===== src/rtl/spt_pkg.sv =====
package spt_pkg;
  // width of a shift amount covering (err_w-2)+ofs
  function automatic int sh_width(input int err_w, input int ofs);
    return $clog2(err_w - 2 + ofs + 1);
  endfunction
endpackage


===== src/rtl/spt_lead_decode.sv =====
module spt_lead_decode #(
  parameter int ERR_W     = 8,
  parameter int SHIFT_OFS = 1,
  parameter int SH_W      = 3
) (
  input  logic [ERR_W-2:0] mag_i,
  output logic [SH_W-1:0]  shamt_o,
  output logic             zero_o
);
  always_comb begin
    zero_o  = (mag_i == '0);
    shamt_o = '0;
    // ascending scan: the highest set bit wins
    for (int i = 0; i < ERR_W - 1; i++) begin
      if (mag_i[i]) shamt_o = SH_W'(ERR_W - 2 - i + SHIFT_OFS);
    end
  end
endmodule


===== src/rtl/spt_tap_update.sv =====
module spt_tap_update #(
  parameter int W    = 8,
  parameter int SH_W = 3
) (
  input  logic signed [W-1:0] x_i,
  input  logic signed [W-1:0] w_i,
  input  logic [SH_W-1:0]     shamt_i,
  input  logic                dec_i,
  input  logic                en_i,
  output logic signed [W-1:0] w_o
);
  localparam logic signed [W-1:0] MAX_V = {1'b0, {(W-1){1'b1}}};
  localparam logic signed [W-1:0] MIN_V = {1'b1, {(W-1){1'b0}}};

  logic signed [W-1:0] inc;
  logic signed [W:0]   sum;
  logic                ovf;

  always_comb begin
    inc = x_i >>> shamt_i;
    sum = dec_i ? ({w_i[W-1], w_i} - {inc[W-1], inc})
                : ({w_i[W-1], w_i} + {inc[W-1], inc});
    ovf = sum[W] ^ sum[W-1];
    if (!en_i)    w_o = w_i;
    else if (ovf) w_o = sum[W] ? MIN_V : MAX_V;
    else          w_o = sum[W-1:0];
  end
endmodule


===== src/rtl/spt_serializer.sv =====
module spt_serializer #(
  parameter int N = 4,
  parameter int W = 8
) (
  input  logic           clk_i,
  input  logic           rst_ni,
  input  logic           load_i,
  input  logic [N*W-1:0] par_i,
  output logic [N-1:0]   bit_o,
  output logic           valid_o
);
  localparam int CNT_W = $clog2(W + 1);

  logic [CNT_W-1:0] cnt_q;
  logic [W-1:0]     sr_q [N];

  always_ff @(posedge clk_i or negedge rst_ni) begin
    if (!rst_ni) begin
      cnt_q <= '0;
    end else if (load_i) begin
      cnt_q <= CNT_W'(W);
    end else if (cnt_q != '0) begin
      cnt_q <= cnt_q - 1'b1;
    end
  end

  for (genvar k = 0; k < N; k++) begin : g_lane
    always_ff @(posedge clk_i or negedge rst_ni) begin
      if (!rst_ni)            sr_q[k] <= '0;
      else if (load_i)        sr_q[k] <= par_i[k*W +: W];
      else if (cnt_q != '0)   sr_q[k] <= sr_q[k] >> 1;
    end
    assign bit_o[k] = sr_q[k][0];
  end

  assign valid_o = (cnt_q != '0);
endmodule


===== src/rtl/spt_weight_update.sv =====
module spt_weight_update #(
  parameter int N_TAPS    = 4,
  parameter int W         = 8,
  parameter int ERR_W     = 8,
  parameter int SHIFT_OFS = 1
) (
  input  logic                clk_i,
  input  logic                rst_ni,
  input  logic                upd_valid_i,
  input  logic [ERR_W-1:0]    err_i,
  input  logic [N_TAPS*W-1:0] x_i,
  output logic [N_TAPS*W-1:0] wt_o,
  output logic [N_TAPS-1:0]   ser_bit_o,
  output logic                ser_valid_o
);
  localparam int SH_W = spt_pkg::sh_width(ERR_W, SHIFT_OFS);

  logic [SH_W-1:0]     shamt;
  logic                mag_zero;
  logic [N_TAPS*W-1:0] w_q, w_nxt;

  spt_lead_decode #(.ERR_W(ERR_W), .SHIFT_OFS(SHIFT_OFS), .SH_W(SH_W)) u_dec (
    .mag_i  (err_i[ERR_W-2:0]),
    .shamt_o(shamt),
    .zero_o (mag_zero)
  );

  for (genvar k = 0; k < N_TAPS; k++) begin : g_tap
    spt_tap_update #(.W(W), .SH_W(SH_W)) u_tap (
      .x_i    (x_i[k*W +: W]),
      .w_i    (w_q[k*W +: W]),
      .shamt_i(shamt),
      .dec_i  (err_i[ERR_W-1]),
      .en_i   (!mag_zero),
      .w_o    (w_nxt[k*W +: W])
    );
  end

  always_ff @(posedge clk_i or negedge rst_ni) begin
    if (!rst_ni)          w_q <= '0;
    else if (upd_valid_i) w_q <= w_nxt;
  end

  spt_serializer #(.N(N_TAPS), .W(W)) u_ser (
    .clk_i  (clk_i),
    .rst_ni (rst_ni),
    .load_i (upd_valid_i),
    .par_i  (w_nxt),
    .bit_o  (ser_bit_o),
    .valid_o(ser_valid_o)
  );

  assign wt_o = w_q;
endmodule


===== config.mk =====
export PLATFORM = sky130hd
export DESIGN_NAME = spt_weight_update
export DESIGN_NICKNAME = d
export VERILOG_FILES = /design/src/rtl/spt_pkg.sv /design/src/rtl/spt_lead_decode.sv /design/src/rtl/spt_tap_update.sv /design/src/rtl/spt_serializer.sv /design/src/rtl/spt_weight_update.sv
export SDC_FILE = /design/constraint.sdc
export NUM_CORES = 1
export LEC_CHECK = 0
export ABC_AREA = 0
export ABC_CLOCK_PERIOD_IN_PS = 7600
export BUFFER_PORTS_ARGS = -buffer_cell sky130_fd_sc_hd__buf_2
export CAP_MARGIN = 20
export CORE_MARGIN = 4
export CORE_UTILIZATION = 50
export CTS_BUF_LIST = sky130_fd_sc_hd__clkbuf_8
export DETAILED_ROUTE_END_ITERATION = 12
export PLACE_DENSITY = 0.69
export SKIP_LAST_GASP = 1
export SYNTH_ARGS = -nofsm -noshare
export SYNTH_HDL_FRONTEND = slang
export SYNTH_HIERARCHICAL = 1
export SYNTH_SLANG_ARGS = --single-unit

===== constraint.sdc =====
create_clock -name clk_i -period 7.6 [get_ports clk_i]
set_input_delay 0.76 -clock clk_i [delete_from_list [all_inputs] [get_ports clk_i]]
set_output_delay 0.76 -clock clk_i [all_outputs]
set_load 0.005 [all_outputs]

## Word-level counts from Yosys, hierarchy flattened

Cells that the tools add are included.

- Register bits: 68
- Input bits: 43
- Output and inout port bits: 37
- Logic and storage cells: 59

- Add/subtract/negate cells: 9
- Shifts and indexed selects: 4
- Muxes and demuxes: 33
- Bitwise operators: 4
- Reduce and logical (&&, ||, !) cells: 3

Operators by type and width:

| operator | count |
|---|---|
| 2-to-1 mux 8 bit | 20 |
| adder 8 x 8 -> 9 bit | 4 |
| 2-to-1 mux 9 bit | 4 |
| subtractor 8 x 8 -> 9 bit | 4 |
| >>> shifter 8 x 3 -> 8 bit | 4 |
| 2-to-1 mux 3 bit | 7 |
| 2-to-1 mux 4 bit | 2 |
| logical NOT 7 bit | 1 |
| nonzero test 4 bit | 1 |
| subtractor 4 x 1 -> 4 bit (second input constant) | 1 |
| bitwise XOR 1 bit | 4 |
| nonzero test 2 bit | 1 |

## Logic depth before layout (Yosys ltp)

Gate-level depths: netlist of run 1.

- Depth after elaboration: 14
- Mapped depth: 25
- Gate-level depth less buffers: 24

## By module

Netlist of run 1, hierarchy kept.

Modules (own cells, without submodules):

| module | instances | cells an instance | area an instance (µm²) | sequential area each (µm²) |
|---|---|---|---|---|
| spt_tap_update at g_tap[1].u_tap ... | 2 | 141 | 1047.3 | 0.0 |
| spt_serializer | 1 | 192 | 1714.1 | 900.9 |
| spt_weight_update | 1 | 69 | 1348.8 | 800.8 |
| spt_tap_update at g_tap[0].u_tap | 1 | 143 | 1038.5 | 0.0 |
| spt_tap_update at g_tap[3].u_tap | 1 | 141 | 1027.2 | 0.0 |
| spt_lead_decode | 1 | 12 | 70.1 | 0.0 |

## Worst setup path after synthesis of run 1

No wires, ideal clock.

- Path kind: in2reg
- Start point: input port err_i[6]
- End point: register w_q[10], in the netlist wt_o[10]
- Library setup time: 0.125 ns
- Data arrival time: 5.426 ns
- Required time: 7.475 ns
- Setup slack: 2.049 ns
- Stages on the path: 17
- Buffers on the path: 1
- Cells stage by stage: nor4_1 clkbuf_1 mux4_2 ha_1 inv_1 nor2_1 a21oi_1 xor2_1 o21ai_0 ha_1 o2111ai_1 nand3_1 o41ai_1 xor2_1 o21a_2 o31ai_2 mux2_4

- Cells in the longest elaborated chain, start to end: 7
- Elaborated cells on any way between the ends: 10
- Those cells by class: add/sub (2); shift (1); mux (5); bitwise (1); reduce/logical (1)

Ends and longest elaborated chain:

| item | line | source |
|---|---|---|
| start, declared | spt_weight_update.sv:10 | `input logic [ERR_W-1:0] err_i,` |
| 2-to-1 mux 3 bit | spt_lead_decode.sv:15 | `if (mag_i[i]) shamt_o = SH_W'(ERR_W - 2 - i + SHIFT_OFS);` |
| >>> shifter 8 x 3 -> 8 bit | spt_tap_update.sv:20 | `inc = x_i >>> shamt_i;` |
| adder 8 x 8 -> 9 bit / subtractor 8 x 8 -> 9 bit (equally long branches) | spt_tap_update.sv:22, spt_tap_update.sv:21 |  |
| 2-to-1 mux 9 bit | spt_tap_update.sv:21 | `sum = dec_i ? ({w_i[W-1], w_i} - {inc[W-1], inc})` |
| 2-to-1 mux 8 bit / bitwise XOR 1 bit (equally long branches) | spt_tap_update.sv:25, spt_tap_update.sv:23 |  |
| 2-to-1 mux 8 bit | spt_tap_update.sv:25 | `else if (ovf) w_o = sum[W] ? MIN_V : MAX_V;` |
| 2-to-1 mux 8 bit (*) | spt_tap_update.sv:24 | `if (!en_i) w_o = w_i;` |
| via w_nxt[10] | spt_weight_update.sv:20 | `logic [N_TAPS*W-1:0] w_q, w_nxt;` |
| end signal, assigned | spt_weight_update.sv:41 | `else if (upd_valid_i) w_q <= w_nxt;` |
| end, declared | spt_weight_update.sv:20 |  |

The timed path passes the listed nets; every way through them passes the cells marked *.
A chain may end at the register's enable or synchronous reset.

## Worst setup path after layout of run 1

- Start point: input port err_i[3]
- End point: register w_q[10], in the netlist wt_o[10]

- Cells in the longest elaborated chain, start to end: 10
- Elaborated cells on any way between the ends: 13
- Those cells by class: add/sub (2); shift (1); mux (8); bitwise (1); reduce/logical (1)

Ends and longest elaborated chain:

| item | line | source |
|---|---|---|
| 2-to-1 mux 3 bit (*) (4 in a row) | spt_lead_decode.sv:15 |  |
| via shamt[1] | spt_weight_update.sv:18 | `logic [SH_W-1:0] shamt;` |
| >>> shifter 8 x 3 -> 8 bit (*) | spt_tap_update.sv:20 |  |
| adder 8 x 8 -> 9 bit / subtractor 8 x 8 -> 9 bit (equally long branches) | spt_tap_update.sv:22, spt_tap_update.sv:21 |  |
| 2-to-1 mux 9 bit (*) | spt_tap_update.sv:21 |  |
| 2-to-1 mux 8 bit / bitwise XOR 1 bit (equally long branches) | spt_tap_update.sv:25, spt_tap_update.sv:23 |  |
| 2-to-1 mux 8 bit (*) | spt_tap_update.sv:25 |  |
| 2-to-1 mux 8 bit (*) | spt_tap_update.sv:24 |  |
| via w_nxt[10] | spt_weight_update.sv:20 |  |

Marked as above.

==> metrics.md, run 1 <==
| Metric | Value |
|---|---|
| Status | completed |
| Final TNS setup | 0 ns |
| Pins over their slew limit | 0 |
| Vias/cell | about 5.7 |
| Cell area after layout | 7901 sq um |
| Cell Area, Placed | around 7700 sq um |
| Number of cells after detailed placement | between 1000 and 1500 |
| Syn Std Cell Area | ~7300 sq um |
| Critical path startpoint category | input pin |
| WS Path Type | input pin to flop |
| Worst relative slew slack | between 30% and 40% |
| Highest achievable clock rate | 177.3 MHz |
| Max Buffers Root-to-Sink | 2 |
| Clk slew on worst S/H paths | ~0.080 ns |
| DRC | 0 |
| I/O pin cnt | 80 |
| Setup Viol. Count Final | 0 |
| Slew at the pin with the worst max-slew slack | slightly above 1 ns |
| Vias after detailed routing | a little over 6000 |
| Final Cycle Share | about 74% |
| Die Wd | approximately 130 um |
| First-pass GRT wire length | between 20000 and 30000 um |
| Ys async rst share | 100.0% |
| Worst Hold Class | input pin to async pin |
| Tot GR Track Use | between 20% and 30% |
| Finished Layout Cells | ~1100 |
| Max-cap violations | 0 |
| Area delta synth->final | 8.338% |
| Share of the synthesized area in the top cell type | a little under a quarter |
| First-pass DRT Iterations | 5 |
| Cell Pwr Density | around 460 nW/um^2 |
| Post-CTS sizing | 0 |
| Final hold viol count | 0 |
| Post-synth top area cell | dfrtp_1 |
| Fin crit period | 5.640 ns |
| Overflow after GRT | 0 |
| CTS tree | built |
| EDFF count, synth | 0 |
| Post-DP HPWL | approximately 12000 um |
| Synth Warn # | 6 |
| Syn Inst Count | between 800 and 900 |
| Design Power | 3.660 mW |
| Footprint of the multi-input gates | just over 5000 sq um |
| Clock root buffer | clkbuf_8 |
| Post-CTS setup buffer count | 0 |
| Most frequent cells in the layout | a21oi_1 (90), nand2_1 (83), buf_2 (77) |
| Synth area leaders | dfrtp_1 (23%), ha_1 (6.3%), a21oi_1 (6.2%) |
| Post-synthesis net count | 923 |
| Largest net degree at the start of global routing | 69 |
| Data arrival, critical path | approximately 5.9 ns |
| Wirelength per Cell | 15.20 um |
| Initial antenna violation count | 0 |
| Cell family with most CP delay | compound AO/OA/AOI/OAI gates |
| Starting Density | 51.74% |
| WP buf/inv | 3 |
| # fillers | around 1300 |
| Critical path, cell by cell | buf_2, nor2_1, o21ai_0, a21oi_4, mux4_2, nand2_1, nand2_1, inv_1, ha_1, inv_1, nor2_1, a21oi_1, xor2_1, o21ai_0, ha_1, o2111ai_1, nand3_1, o41ai_1, xor2_1, o21a_2, o31ai_2, mux2_4 |
| Htree depth | 3 |
| Layout cells sized above 1 | between 20% and 30% |
| Crit Path Max Fanout | 32 |
| Routability cong. | 0.8838 |
| Clk Latency, worst-skew pair | 0.36 ns |
| CP max-delay cell | a21oi_4 |
| Max VDD drop | approximately 0.14 mV |
| Clock sink count | 68 |
| Vias in the first global route | approximately 5800 |
| Core Area | approximately 14000 sq um |
| CTS hold repair buffers | 0 |
| Starting DRT DRC Count | 339 |
| Register Area | roughly 1700 sq um |
| Leakage power | roughly 3.5 nW |
| Slowest stage delay, CP | approximately 0.83 ns |
| Fin nets | between 900 and 1000 |
| Commonest non-fill, non-tap cell in the layout | a21oi_1 |
| Synth Register Bits | between 60 and 70 |
| Number of port buffers | approximately 80 |
| Endpoint type of the worst setup path | flop |
| Crit path required time | around 7.9 ns |
| Die area | around 17000 sq um |
| ANT nets after route | 0 |
| # diodes | 0 |
| RSZ-0062 raised after global routing | false |
| Prevailing post-synth register cell | dfrtp_1 |
| Die H | about 130 um |
| Seq/Total Area, Yosys | around a quarter |
| Avg Cell Area, Syn | 8.693 sq um |
| Clk_skew | 0.009248 ns |
| WL final | around 16000 um |
| Row count | 43 |
| Total CTS buffers | 9 |
| Yosys cell types | 67 |
stage by stage:
stage,utilization [%],worst slack (ns),hold slack [ns]
global placement,54.46,1.685,0.5075
detailed placement,54.46,1.623,0.5100
finish,56.05,1.960,0.4788
floorplan,-,2.049,0.4644
CTS,56.05,2.011,0.5177
global route,56.05,1.452,0.5324
registers in the layout (all words and copies together), names as in the netlist:
name / cells
wt_o: 32
u_ser/cnt_q: 4
u_ser/bit_o: 4
u_ser/sr_q: 28
cell type report:
type | instances | area share (%)
sequential | 68 | 21.54
clock buffer | 10 | 1.742
clock inverter | 6 | 1.108
timing repair buffer | 85 | 5.637
inverter | 39 | 1.853
tap | 180 | 2.850
multi-input combinational | 683 | 65.27
routing by layer:
| layer | up-vias | global-route usage (%) | wire length [um] | share of wire [%] |
|---|---|---|---|---|
| li1 | 3132 | - | - | - |
| met1 | 2895 | 28.01 | 7866 | 48 |
| met2 | 92 | 33.69 | 7734 | 48 |
| met3 | 11 | 2.366 | 505 | 3.1 |
| met4 | 0 | 4.571 | 170 | 1.0 |
| met5 | - | 0 | 0 | 0 |
Yosys cell counts (all sizes together) (5+ instances only):
library cell,number
a211oi,10
ha,37
o41ai,7
dfrtp,68
xor2,25
nand3,14
mux2,42
nor3b,5
o31ai,25
mux4,12
inv,39
buf,24
nor2,68
or2,7
o31a,10
a21o,6
xnor2,28
o21ai,40
a21oi,93
a211o,7
o21a,6
a31oi,21
clkbuf,25
nand2,83
nand2b,8
nor2b,36
mux2i,24
nor3,20
cells by family after synthesis:
group | share of synthesized area [%]
adders and majority gates | 7.446
DFF | 23.33
buffers and inverters | 6.382
AOI/OAI and AO/OA | 24.27
and+or+nand+nor | 17.02
muxes | 15.18
xor gates and xnor gates | 6.365
path summary, 6_finish.rpt:
kind / end / startpoint / depth (start not counted) / slack [ns]
max in group asynchronous: u_ser/cnt_q[2] / rst_ni / 1 / 6.53
max: wt_o[10] / err_i[3] / 22 / 1.96
min reg2reg: u_ser/sr_q[3] / u_ser/sr_q[4] / 2 / 0.52
min in group clk_i: u_ser/sr_q[3] / u_ser/sr_q[4] / 2 / 0.52
max reg2reg: wt_o[3] / wt_o[0] / 12 / 4.24
min: u_ser/sr_q[19] / rst_ni / 1 / 0.48
power breakdown:
| group | switching [mW] | internal (mW) |
|---|---|---|
| logic | 1.30 | 1.27 |
| registers | 0.191 | 0.562 |
| clock network | 0.147 | 0.194 |
| total | 1.63 | 2.03 |
No activity file was read; power rests on OpenSTA's default activity.
==> run 2, diff against run 1 <==
--- a/config.mk
+++ b/config.mk
@@ -6,7 +6,7 @@
 export NUM_CORES = 1
 export LEC_CHECK = 0
 export ABC_AREA = 0
-export ABC_CLOCK_PERIOD_IN_PS = 7600
+export ABC_CLOCK_PERIOD_IN_PS = 5900
 export BUFFER_PORTS_ARGS = -buffer_cell sky130_fd_sc_hd__buf_2
 export CAP_MARGIN = 20
 export CORE_MARGIN = 4
==> constraint.sdc (replaced) <==
create_clock -name clk_i -period 5.9 [get_ports clk_i]
set_input_delay 0.59 -clock clk_i [delete_from_list [all_inputs] [get_ports clk_i]]
set_output_delay 0.59 -clock clk_i [all_outputs]
set_load 0.005 [all_outputs]
==> run 2 against run 1 <==
Compared with the run above: die area unchanged; register-to-register slack got worse by 1.7 ns; largest cell class unchanged; highest routed layer unchanged; clock skew grew 0.0053 ns; combinational power is 31% higher; hold slack got worse by 0.13 ns.
==> metrics.md, run 2 (synthesis results as in run 1) <==
| Metric | Value |
|---|---|
| Status | completed |
| Fin crit period | between 5 and 6 ns |
| Most frequent cells in the layout | a21oi_1 (90), nand2_1 (83), buf_2 (77) |
| Die H | 128.8 um |
| Critical path startpoint category | input pin |
| Hold Slack | 0.3502 ns |
| Finished Layout Cells | about 1100 |
| Routability cong. | about 0.88 |
| Post-CTS sizing | 0 |
| Flop2flop setup slack | roughly 2.6 ns |
| Post-DP HPWL | 12540 um |
| Worst relative slew slack | just under 40% |
| Clk Latency, worst-skew pair | 0.35 ns |
| Clock sink count | between 60 and 70 |
| First-pass GRT wire length | approximately 28000 um |
| Row count | 43 |
| Clk_skew | between 0.01 and 0.015 ns |
| RSZ-0062 raised after global routing | false |
| Crit path required time | 6.13 ns |
| CTS tree | built |
| DRC | 0 |
| Starting DRT DRC Count | between 300 and 400 |
| Layout cells sized above 1 | 22.38% |
| Core Area | 14100 sq um |
| Vias/cell | slightly below 6 |
| Fin nets | roughly 1000 |
| Starting Density | 51.74% |
| Initial antenna violation count | 0 |
| Data arrival, critical path | 5.58 ns |
| Htree depth | 3 |
| Worst Reg-to-Reg Cells | 12 |
| Final Cycle Share | 90.54% |
| Leakage power | between 3 and 4 nW |
| CTS hold repair buffers | 0 |
| Max VDD drop | roughly 0.22 mV |
| Wirelength per Cell | 15.44 um |
| RR Startpoint | wt_o[24] |
| Area delta synth->final | 9.487% |
| I/O pin cnt | 80 |
| Final TNS setup | 0 ns |
| Number of flip-flops in the largest register | 32 |
| Worst Hold Class | input pin to async pin |
| Overflow after GRT | 0 |
| Clk slew on worst S/H paths | ~0.08 ns |
| Pins over their slew limit | 0 |
| # diodes | 0 |
| Final hold viol count | 0 |
| Total CTS buffers | 9 |
| WS Path Type | input pin to flop |
| Crit Path Max Fanout | 17 |
| First-pass DRT Iterations | 5 |
| Tot GR Track Use | between 20% and 30% |
| Vias after detailed routing | 6221 |
| Largest net degree at the start of global routing | around 70 |
| Post-CTS setup buffer count | 0 |
| Number of cells after detailed placement | 1062 |
| Number of port buffers | between 70 and 80 |
| # fillers | 1360 |
| Commonest non-fill, non-tap cell in the layout | a21oi_1 |
| Endpoint of the worst-slack reg-to-reg timing path | wt_o[26] |
| WL final | approximately 17000 um |
| Endpoint type of the worst setup path | flop |
| Cell Pwr Density | ~600 nW/um^2 |
| Clock root buffer | clkbuf_8 |
| Die area | roughly 17000 sq um |
| Max-cap violations | 0 |
| Vias in the first global route | roughly 5800 |
| Highest achievable clock rate | around 190 MHz |
| Max Buffers Root-to-Sink | 2 |
| Setup Viol. Count Final | 0 |
| ANT nets after route | 0 |
| Die Wd | approximately 130 um |
| Slew at the pin with the worst max-slew slack | between 0.8 and 0.9 ns |
## run 2: cell types whose count changed in the layout (fill, tap and decap cells not counted), sizes merged
cell      change
buf           +7
clkinv        -3
inv           +2
clkinvlp      +1
## run 2: power by group
| group | total (mW) | switching (mW) | leakage [nW] | internal, mW |
|---|---|---|---|---|
| sequential | 0.964 | 0.241 | 0.790 | 0.723 |
| clock | 0.449 | 0.195 | 0.113 | 0.253 |
| combinational | 3.36 | 1.69 | 2.60 | 1.67 |
## run 2: worst max-delay path by stage
stage	start	depth (start not counted)	endpoint	slack (ns)
after floorplan	err_i[6]	17	wt_o[10]	0.52
after global placement	err_i[3]	23	wt_o[3]	0.36
after detailed placement	err_i[3]	23	wt_o[10]	0.26
after CTS	err_i[3]	23	wt_o[10]	0.62
after global routing	err_i[3]	23	wt_o[3]	0.21
final	err_i[3]	23	wt_o[13]	0.56
## run 2: critical path, cell delays in order
cell and delay, ns:
buf_2 0.13, nor2_1 0.10, o21ai_0 0.15, a21oi_4 0.55
buf_4 0.32, mux4_2 0.39, nand2_1 0.10, nand2_1 0.09
inv_1 0.07, ha_1 0.21, inv_1 0.05, nor2_1 0.17
a21oi_1 0.10, xor2_1 0.17, o21ai_0 0.18, ha_1 0.31
o2111ai_1 0.10, nand3_1 0.12, o41ai_1 0.49, xor2_1 0.49
o21a_2 0.30, o31ai_2 0.09, mux2_4 0.27
## run 2: final cells by class
| type | count | area, sq um | area share, % |
|---|---|---|---|
| inverter | 39 | 146.4 | 1.833 |
| multi-input combinational | 683 | 5157 | 64.59 |
| clock buffer | 10 | 137.6 | 1.724 |
| sequential | 68 | 1702 | 21.31 |
| clock inverter | 6 | 93.84 | 1.175 |
| timing repair buffer | 92 | 523.0 | 6.550 |
| tap | 180 | 225.2 | 2.820 |
## run 2: metal layers
metal	GRT usage (%)	wire length [um]	vias up
met2	34.36	8039	105
met3	3.113	645	10
met1	28.67	7813	2965
met4	3.891	144	0
li1	-	-	3141
met5	0	0	-
## run 2: stage by stage
step	instance area, sq um	power, mW	utilization [%]	setup WS [ns]
3_5_place_dp	7754	4.341	55.01	0.2600
5_1_grt	7985	5.247	56.65	0.2059
2_1_floorplan	7293	3.674	-	0.5186
4_1_cts	7985	4.804	56.65	0.6212
3_3_place_gp	7754	4.267	55.01	0.3585
6_report	7985	4.771	56.65	0.5579
==> run 3, diff against run 2 <==
--- a/config.mk
+++ b/config.mk
@@ -6,7 +6,7 @@
 export NUM_CORES = 1
 export LEC_CHECK = 0
 export ABC_AREA = 0
-export ABC_CLOCK_PERIOD_IN_PS = 5900
+export ABC_CLOCK_PERIOD_IN_PS = 5400
 export BUFFER_PORTS_ARGS = -buffer_cell sky130_fd_sc_hd__buf_2
 export CAP_MARGIN = 20
 export CORE_MARGIN = 4
==> constraint.sdc (replaced) <==
create_clock -name clk_i -period 5.4 [get_ports clk_i]
set_input_delay 0.54 -clock clk_i [delete_from_list [all_inputs] [get_ports clk_i]]
set_output_delay 0.54 -clock clk_i [all_outputs]
set_load 0.005 [all_outputs]
==> run 3 against run 2 <==
Compared with the run above: worst setup slack worse by 0.033 ns; final area up 1.5%; via count is essentially flat; first-iteration DRC count up 3.6%; largest power group unchanged; global-route usage down 1.0 points; sequential power up 10%.
==> metrics.md, run 3 (synthesis results as in run 1) <==
| Metric | Value |
|---|---|
| Status | completed |
| Clk Latency, worst-skew pair | 0.34 ns |
| Crit Path Max Fanout | 21 |
| Met2 usage | 33.48% |
| Final hold viol count | 0 |
| Total CTS buffers | 9 |
| First-pass GRT wire length | 27320 um |
| Grt met1 use | 27.00% |
| Critical path startpoint category | input pin |
| Layout cells sized above 1 | a little under a quarter |
| Post-CTS setup buffer count | 0 |
| Highest achievable clock rate | around 210 MHz |
| Wirelength per Cell | 14.82 um |
| Row count | 43 |
| Max-cap violations | 0 |
| Fin crit period | between 4 and 5 ns |
| ANT nets after route | 0 |
| Post-DP HPWL | 12160 um |
| Number of flip-flops in the largest register | 32 |
| First-pass DRT Iterations | 4 |
| WS Path Type | input pin to flop |
| Overflow after GRT | 0 |
| Initial antenna violation count | 0 |
| # diodes | 0 |
| Endpoint type of the worst setup path | flop |
| Tot GR Track Use | between 10% and 20% |
| Worst relative slew slack | 40.18% |
| Die Wd | around 130 um |
| Area delta synth->final | 11.15% |
| Post-CTS sizing | 0 |
| Clock root buffer | clkbuf_8 |
| Die area | 16580 sq um |
| Max Buffers Root-to-Sink | 2 |
| Grt peak-use layer | met2 |
| Starting DRT DRC Count | between 300 and 400 |
| CTS tree | built |
| DRC | 0 |
| Slew at the pin with the worst max-slew slack | 0.8909 ns |
| Most frequent cells in the layout | a21oi_1 (90), nand2_1 (83), buf_2 (77) |
| Vias after detailed routing | between 6000 and 7000 |
| Die H | about 130 um |
| Clk slew on worst S/H paths | about 0.08 ns |
| WL final | approximately 16000 um |
| Clock sink count | approximately 70 |
| Worst Hold Class | input pin to async pin |
| RSZ-0062 raised after global routing | false |
| Crit path required time | 5.64 ns |
| Core Area | 14100 sq um |
| Setup Viol. Count Final | 0 |
| Routability cong. | 0.8562 |
| GRT met3 Usage | 2.076% |
| Leakage power | between 3 and 4 nW |
| Core Util, Final | a little under three fifths |
| Final Cycle Share | 90.29% |
| Htree depth | 3 |
| Max VDD drop | between 0.2 and 0.3 mV |
| Largest net degree at the start of global routing | 101 |
| Flop2flop setup slack | 2.10 ns |
| Data arrival, critical path | between 5 and 6 ns |
| Commonest non-fill, non-tap cell in the layout | a21oi_1 |
| Final TNS setup | 0 ns |
| Number of port buffers | 79 |
| CTS hold repair buffers | 0 |
| Vias in the first global route | between 5000 and 6000 |
| Pins over their slew limit | 0 |
| I/O pin cnt | 80 |
| # fillers | between 1000 and 1500 |
| Clk_skew | 0.008724 ns |
| Vias/cell | roughly 5.7 |
| Cell Pwr Density | approximately 640 nW/um^2 |
| Starting Density | between 50% and 60% |
| Fin nets | just under 1000 |
## run 3: cell count changes in the layout (fill, tap and decap cells not counted)
cell       previous run  this run
bufinv_16             2         1
buf_4                13        26
buf_16                0         1
buf_12                2         3
inv_8                 0         1
clkinv_4              1         2
clkbuf_8             10         9
## run 3: cell type report
class | instances | area [sq um] | share of cell area, %
inverters | 39 | 146.4 | 1.806
clock buffers | 9 | 123.9 | 1.528
clock inverters | 7 | 83.83 | 1.034
multi-input cells | 683 | 5157 | 63.62
repair buffers | 107 | 668.1 | 8.242
flip-flops and latches | 68 | 1702 | 20.99
well taps | 180 | 225.2 | 2.778
## run 3: power breakdown
part	internal, mW	total (mW)	leakage, nW	switching [mW]
combinational	1.88	3.73	2.69	1.85
clock	0.221	0.439	0.102	0.218
sequential	0.790	1.06	0.790	0.268
## run 3: worst paths after layout
| kind | startpoint | end | depth (start not counted) |
|---|---|---|---|
| worst max-delay path | err_i[1] | wt_o[3] | 19 |
| worst min-delay path | rst_ni | wt_o[10] | 1 |
| worst max register to register | wt_o[24] | wt_o[26] | 12 |
| worst min register to register | u_ser/sr_q[20] | u_ser/sr_q[19] | 2 |
| max in group asynchronous | rst_ni | wt_o[7] | 1 |
| min in group clk_i | u_ser/sr_q[20] | u_ser/sr_q[19] | 2 |
## run 3: metal layers
metal	vias to the layer above	wire length, um
met1	2933	7838
met5	-	0
met4	0	129
li1	3176	-
met3	13	514
met2	101	7714
## run 3: critical path, stage by stage
cell	delay (ns)
buf_2	0.12
inv_1	0.05
a21oi_1	0.08
o31ai_4	0.25
buf_4	0.33
mux4_1	0.58
and2_1	0.18
a21o_1	0.19
nor3b_1	0.38
nor2_1	0.09
xor2_1	0.19
ha_1	0.31
a211oi_1	0.21
nor2_1	0.09
o41ai_1	0.29
or3b_1	0.55
a21oi_4	0.31
o31ai_2	0.11
mux2_4	0.27
## run 3: stage by stage
| stage | hold slack, ns | worst slack, ns | area [sq um] | std cells | power [mW] |
|---|---|---|---|---|---|
| after global routing | 0.3627 | 0.1144 | 8107 | 1093 | 5.737 |
| after floorplan | 0.2444 | 0.06864 | 7293 | 839 | 4.014 |
| after CTS | 0.3219 | 0.4305 | 8034 | 1086 | 5.248 |
| after global placement | 0.5048 | 0.1158 | 7826 | 1070 | 4.727 |
| final | 0.2957 | 0.5245 | 8107 | 1093 | 5.226 |
| after detailed placement | 0.5102 | 0.04362 | 7826 | 1070 | 4.792 |
